### src/rtl/aclink_pkg.sv
package aclink_pkg;
  localparam int TAG_W     = 16;
  localparam int SLOT_W    = 20;
  localparam int ADDR_W    = 7;
  localparam int DATA_W    = 16;
  localparam int ID_W      = 2;
  localparam int PAYLOAD_W = TAG_W + 4 * SLOT_W;

  typedef struct packed {
    logic              rd;
    logic [ID_W-1:0]   codec;
    logic [ADDR_W-1:0] addr;
    logic [DATA_W-1:0] wdata;
  } cmd_req_t;
endpackage

### src/rtl/aclink_frame_timer.sv
module aclink_frame_timer #(
  parameter int FRAME_BITS = 256,
  parameter int SYNC_BITS  = 16,
  localparam int PW = $clog2(FRAME_BITS)
) (
  input  logic          clk,
  input  logic          rst_n,
  output logic          load,
  output logic          sync_o,
  output logic [PW-1:0] pos_o
);
  logic [PW-1:0] pos_q, pos_d;
  logic          sync_q, sync_d;

  always_comb begin
    load   = (pos_q == '0);
    pos_d  = (pos_q == PW'(FRAME_BITS - 1)) ? '0 : pos_q + 1'b1;
    sync_d = (pos_q < PW'(SYNC_BITS));
  end

  always_ff @(posedge clk or negedge rst_n) begin
    if (!rst_n) begin
      pos_q  <= '0;
      sync_q <= 1'b0;
    end else begin
      pos_q  <= pos_d;
      sync_q <= sync_d;
    end
  end

  assign sync_o = sync_q;
  assign pos_o  = pos_q;

  // the strobe lasts exactly SYNC_BITS (16) bit clocks
  a_r1_sync_width: assert property (@(posedge clk) disable iff (!rst_n)
    $fell(sync_q) |-> ($past(sync_q, 16) && !$past(sync_q, 17)));
endmodule

### src/rtl/aclink_cmd_slots.sv
module aclink_cmd_slots
  import aclink_pkg::*;
(
  input  logic                 clk,
  input  logic                 rst_n,
  input  logic                 load,
  input  logic                 req_valid,
  output logic                 req_ready,
  input  cmd_req_t             req,
  input  logic                 lv,
  input  logic [SLOT_W-1:0]    lsamp,
  input  logic                 rv,
  input  logic [SLOT_W-1:0]    rsamp,
  output logic [PAYLOAD_W-1:0] payload
);
  cmd_req_t    held_q, held_d;
  logic        held_v_q, held_v_d;
  logic        sec, wr, tag_a, tag_d, fvalid;
  logic [ID_W-1:0]   id_f;
  logic [TAG_W-1:0]  slot0;
  logic [SLOT_W-1:0] slot1, slot2, slot3, slot4;

  assign req_ready = !held_v_q;

  always_comb begin
    held_d   = held_q;
    held_v_d = held_v_q;
    if (load) held_v_d = 1'b0;
    if (req_valid && req_ready) begin
      held_d   = req;
      held_v_d = 1'b1;
    end
  end

  always_ff @(posedge clk or negedge rst_n) begin
    if (!rst_n) begin
      held_q   <= '0;
      held_v_q <= 1'b0;
    end else begin
      held_q   <= held_d;
      held_v_q <= held_v_d;
    end
  end

  always_comb begin
    sec    = (held_q.codec != '0);
    wr     = !held_q.rd;
    tag_a  = held_v_q && !sec;
    tag_d  = held_v_q && !sec && wr;
    id_f   = (held_v_q && sec) ? held_q.codec : '0;
    fvalid = held_v_q || lv || rv;
    slot0  = {fvalid, tag_a, tag_d, lv, rv, 9'b0, id_f};
    slot1  = held_v_q ? {held_q.rd, held_q.addr, 12'b0} : '0;
    slot2  = (held_v_q && wr) ? {held_q.wdata, 4'b0} : '0;
    slot3  = lv ? lsamp : '0;
    slot4  = rv ? rsamp : '0;
    payload = {slot0, slot1, slot2, slot3, slot4};
  end

  // an accepted request blocks the port on the next cycle
  a_r8_ready_drop: assert property (@(posedge clk) disable iff (!rst_n)
    (req_valid && req_ready) |=> !req_ready);
  // a held request is released at the frame boundary
  a_r8_release: assert property (@(posedge clk) disable iff (!rst_n)
    (load && !req_ready) |=> req_ready);
  // secondary target clears command tags and carries its identity
  a_r4_secondary: assert property (@(posedge clk) disable iff (!rst_n)
    (load && held_v_q && held_q.codec != '0) |->
      (payload[94:93] == 2'b00 && payload[81:80] == held_q.codec));
endmodule

### src/rtl/aclink_shifter.sv
module aclink_shifter #(
  parameter int W = 96
) (
  input  logic         clk,
  input  logic         rst_n,
  input  logic         load,
  input  logic [W-1:0] par_in,
  output logic         ser_o
);
  logic [W-1:0] sh_q, sh_d;
  logic         bit_q, bit_d;

  always_comb begin
    if (load) begin
      bit_d = par_in[W-1];
      sh_d  = {par_in[W-2:0], 1'b0};
    end else begin
      bit_d = sh_q[W-1];
      sh_d  = {sh_q[W-2:0], 1'b0};
    end
  end

  always_ff @(posedge clk or negedge rst_n) begin
    if (!rst_n) begin
      sh_q  <= '0;
      bit_q <= 1'b0;
    end else begin
      sh_q  <= sh_d;
      bit_q <= bit_d;
    end
  end

  assign ser_o = bit_q;
endmodule

### src/rtl/aclink_out_framer.sv
module aclink_out_framer
  import aclink_pkg::*;
#(
  parameter int FRAME_BITS = 256,
  parameter int SYNC_BITS  = TAG_W,
  localparam int PW = $clog2(FRAME_BITS)
) (
  input  logic              bit_clk,
  input  logic              rst_n,
  input  logic              req_valid,
  output logic              req_ready,
  input  logic              req_read,
  input  logic [ID_W-1:0]   req_codec,
  input  logic [ADDR_W-1:0] req_addr,
  input  logic [DATA_W-1:0] req_wdata,
  input  logic              pcm_left_valid,
  input  logic [SLOT_W-1:0] pcm_left,
  input  logic              pcm_right_valid,
  input  logic [SLOT_W-1:0] pcm_right,
  output logic              sync,
  output logic              sdata_out
);
  logic [1:0]           rs_q;
  logic                 rst_i;
  logic                 load;
  logic [PW-1:0]        pos;
  logic [PAYLOAD_W-1:0] payload;
  cmd_req_t             req;

  always_ff @(posedge bit_clk or negedge rst_n) begin
    if (!rst_n) rs_q <= 2'b00;
    else        rs_q <= {rs_q[0], 1'b1};
  end
  assign rst_i = rs_q[1];

  assign req = '{rd: req_read, codec: req_codec, addr: req_addr, wdata: req_wdata};

  aclink_frame_timer #(.FRAME_BITS(FRAME_BITS), .SYNC_BITS(SYNC_BITS)) u_timer (
    .clk(bit_clk), .rst_n(rst_i), .load(load), .sync_o(sync), .pos_o(pos));

  aclink_cmd_slots u_slots (
    .clk(bit_clk), .rst_n(rst_i), .load(load),
    .req_valid(req_valid), .req_ready(req_ready), .req(req),
    .lv(pcm_left_valid), .lsamp(pcm_left),
    .rv(pcm_right_valid), .rsamp(pcm_right), .payload(payload));

  aclink_shifter #(.W(PAYLOAD_W)) u_shift (
    .clk(bit_clk), .rst_n(rst_i), .load(load), .par_in(payload), .ser_o(sdata_out));

  // nothing is driven after the last payload slot
  a_r7_tail_zero: assert property (@(posedge bit_clk) disable iff (!rst_i)
    (pos > PW'(PAYLOAD_W) || pos == '0) |-> !sdata_out);
  // the strobe rises only on the first bit of a frame
  a_r1_sync_start: assert property (@(posedge bit_clk) disable iff (!rst_i)
    $rose(sync) |-> (pos == PW'(1)));
endmodule

### config.mk
export PLATFORM = sky130hd
export DESIGN_NAME = aclink_out_framer
export DESIGN_NICKNAME = d
export VERILOG_FILES = /design/src/rtl/aclink_pkg.sv /design/src/rtl/aclink_frame_timer.sv /design/src/rtl/aclink_cmd_slots.sv /design/src/rtl/aclink_shifter.sv /design/src/rtl/aclink_out_framer.sv
export SDC_FILE = /design/constraint.sdc
export NUM_CORES = 1
export LEC_CHECK = 0
export ABC_CLOCK_PERIOD_IN_PS = 4000
export BUFFER_PORTS_ARGS = -buffer_cell sky130_fd_sc_hd__buf_2
export CAP_MARGIN = 25
export CORE_UTILIZATION = 42
export DETAILED_ROUTE_END_ITERATION = 10
export PLACE_DENSITY = 0.61
export REMOVE_ABC_BUFFERS = 1
export SYNTH_ARGS = -nofsm -noshare
export SYNTH_HDL_FRONTEND = slang
export SYNTH_SLANG_ARGS = --single-unit
### constraint.sdc
create_clock -name bit_clk -period 4 [get_ports bit_clk]
set_input_delay 0.8 -clock bit_clk [delete_from_list [all_inputs] [get_ports bit_clk]]
set_output_delay 0.8 -clock bit_clk [all_outputs]
set_load 0.005 [all_outputs]
==> summary.txt <==
Timing
  – Setup TNS: 0 ns
  – Unrepaired setup endpoints after global routing: no
  – Slew @ Worst Pin: 0.833 ns
  – Slew Viols, Final: 0
  – Fin Clk Skew: 0.00888 ns
  – Max transition margin: 44.5%
  – Max Fclk: 403 MHz
  – Crit share post-route: approximately three fifths
  – Final setup violation count: 0
  – Fin. Hold Viols: 0
  – Min Tclk post-route: about 2.5 ns

Pwr
  – P_leak: between 3 and 4 nW
  – Worst vdd ir: 0.223 mV
  – Tot Pwr: 3.45 mW
  – Power per Cell Area: 534 nW/µm²

Clock tree
  – Hold-fix buffers at CTS: 0
  – Clock-pin slew on the worst setup and hold paths: 0.06 ns
  – Clock Latency Late Sink: 0.40 ns
  – Root buffer cell: clkbuf_16
  – Post-CTS Resized: 0
  – H-tree depth: 4
  – Post-CTS Setup Bufs: 0
  – CTS tree: built
  – Sink Count: approximately 130
  – CTS Buf Count: 17
  – CTS Buffer Depth: 2

Synthesis
  – Mapped Cells: 443
  – Synth cell types: 26
  – Mean post-synth cell area: 12.1 µm²
  – Netlist Area Pre-Place: 5350 µm²
  – Seq/Total Area, Yosys: 62.7%
  – Synth warn: 0
  – Ys async rst share: 100%
  – Number of synthesized flops with an enable pin: 0
  – Top FF cell, synth: dfrtp_1
  – Number of synthesized register bits: approximately 130

Routing
  – DRC violations left: 0
  – Drt first pass iters: 4
  – Final ANT Viol Nets: 0
  – Routed WL: 8.92 mm
  – DR vias/cell: approximately 4.5
  – Initial DRC Count: 172
  – WL/cell: 12.7 µm
  – Vias: 3156

Run
  – Max Cap Viol: 0

Floorplanning
  – Die X: 115 µm
  – Die ar.: 13200 µm²
  – Starting density of the core: 43.8%
  – Die height: ~110 µm
  – # IOs: 74
  – Row count: 40
  – Core ar.: 12200 µm²

Placed design
  – PortBufs: 73
  – Post-DP HPWL: ~5.6 mm
  – Gp weighted congestion: 0.676

Worst setup path
  – R2r setup slk: 1.52 ns
  – Worst setup SP type: flip-flop
  – Maximum fanout along the worst path: 67
  – Setup CP Type: flip-flop to flip-flop
  – Critical path data arrival time: 2.77 ns
  – Crit. End Element: flip-flop
  – Req. time, crit path: 4.29 ns
  – Worst Reg-to-Reg Cells: 6

Global routing
  – Remaining Overflow, GRT: 0
  – Grt met3 use: 4.06%
  – First-pass GRT wire length: between 15 and 20 mm
  – Vias in the first global route: 3291
  – M1 GR Usage: 18.7%
  – Total track usage: between 10% and 20%
  – Met2 usage: 25.4%
  – Largest net degree at the start of global routing: 72
  – Grt peak-use layer: met2
  – Initial antenna violation count: 0

Hold path
  – Hold Path Class: input port to async pin

Finish
  – Layout cells sized above 1: 26.3%
  – Diode count: 0
  – Nets: 593
  – Area growth, synth to finish: 20.8%

Status
  – Status: finished, final reports clean
## synth_stat cells (2+ instances only)
| master | count | area, µm² |
|---|---|---|
| or3_1 | 2 | 12.5 |
| nand2_1 | 68 | 255 |
| nor2_1 | 5 | 18.8 |
| buf_2 | 6 | 30.0 |
| nor3_1 | 2 | 10.0 |
| mux2i_1 | 66 | 661 |
| dfrtp_1 | 134 | 3350 |
| and2_1 | 25 | 156 |
| xor2_1 | 3 | 26.3 |
| a21oi_1 | 2 | 10.0 |
| clkbuf_1 | 10 | 37.5 |
| mux2_2 | 31 | 349 |
| nor2b_1 | 3 | 18.8 |
| buf_6 | 3 | 33.8 |
| ha_1 | 2 | 25.0 |
| nand3_1 | 3 | 15.0 |
| inv_1 | 69 | 259 |
## layout make-up
| cell class | instances | area [µm²] |
|---|---|---|
| fill | 1109 | 5750 |
| sequential | 134 | 3360 |
| multi-input combinational | 220 | 1640 |
| clock buffer | 23 | 458 |
| timing repair buffer | 78 | 415 |
| inverter | 69 | 259 |
| tap | 168 | 210 |
| clock inverter | 9 | 126 |
## worst max-delay path, cell delays in order, from the launching register on
cell and delay [ns]:
dfrtp_1 0.39, inv_1 0.06, ha_1 0.22, nand3_4 0.06
buf_4 0.43, buf_4 0.76, mux2_2 0.42
## sequential cells by signal, indices dropped and copies added (netlist names)
register / cells
rs_q: 2
u_shift.ser_o: 1
u_shift.sh_q: 95
u_slots.held_q: 26
u_slots.held_v_q: 1
u_timer.pos_o: 8
u_timer.sync_o: 1
## final timing paths
kind                               endpoint              from
max reg2reg                u_shift.sh_q[92]  u_timer.pos_o[0]
min                                 rs_q[0]             rst_n
min in group bit_clk                rs_q[1]           rs_q[0]
max in group asynchronous  u_shift.sh_q[35]           rs_q[1]
min reg2reg                         rs_q[1]           rs_q[0]
max                        u_shift.sh_q[92]  u_timer.pos_o[0]
## cells by family after synthesis
kind of cell / count (synthesis) / share of synthesized area [%]
fa+ha+maj: 2 / 0.468
flops: 134 / 62.7
compound gates: 4 / 0.421
xor+xnor: 4 / 0.655
simple gates: 112 / 9.94
mux: 97 / 18.9
other cells: 1 / 0.0701
buf+inv: 89 / 6.88
## cell usage in the layout (no fill, tap or decap), types with 4 or more instances in the layout
master	synthesis	final
and2_1	25	25
dfrtp_1	134	133
buf_4	1	4
mux2i_1	66	66
buf_2	6	73
inv_1	69	69
nand2_1	68	68
mux2_2	31	31
nor2_1	5	5
clkbuf_1	10	5
clkinv_2	0	4
clkbuf_16	0	17
## through the flow
stage	area (µm²)	std cells	setup slack (ns)	util (%)	hold slack, ns
6_report	6460	701	1.52	52.9	0.170
3_3_place_gp	5870	668	1.56	48.1	0.338
4_1_cts	6460	701	1.50	52.9	0.150
5_1_grt	6460	701	1.36	52.9	0.155
2_1_floorplan	5240	423	-0.00982	-	0.331
3_5_place_dp	5880	669	1.53	48.1	0.345
## layer usage
layer	up-vias	wire length [µm]
li1	1537	-
met1	1567	3940
met2	44	4610
met3	8	263
met4	0	112
met5	-	0
## report_power, final
part	switching [mW]	total (mW)	internal [mW]
registers	0.0956	1.60	1.51
logic	0.137	0.319	0.181
clock network	0.534	1.53	0.993
total	0.766	3.45	2.68
Power figures use the tool's default switching activity.
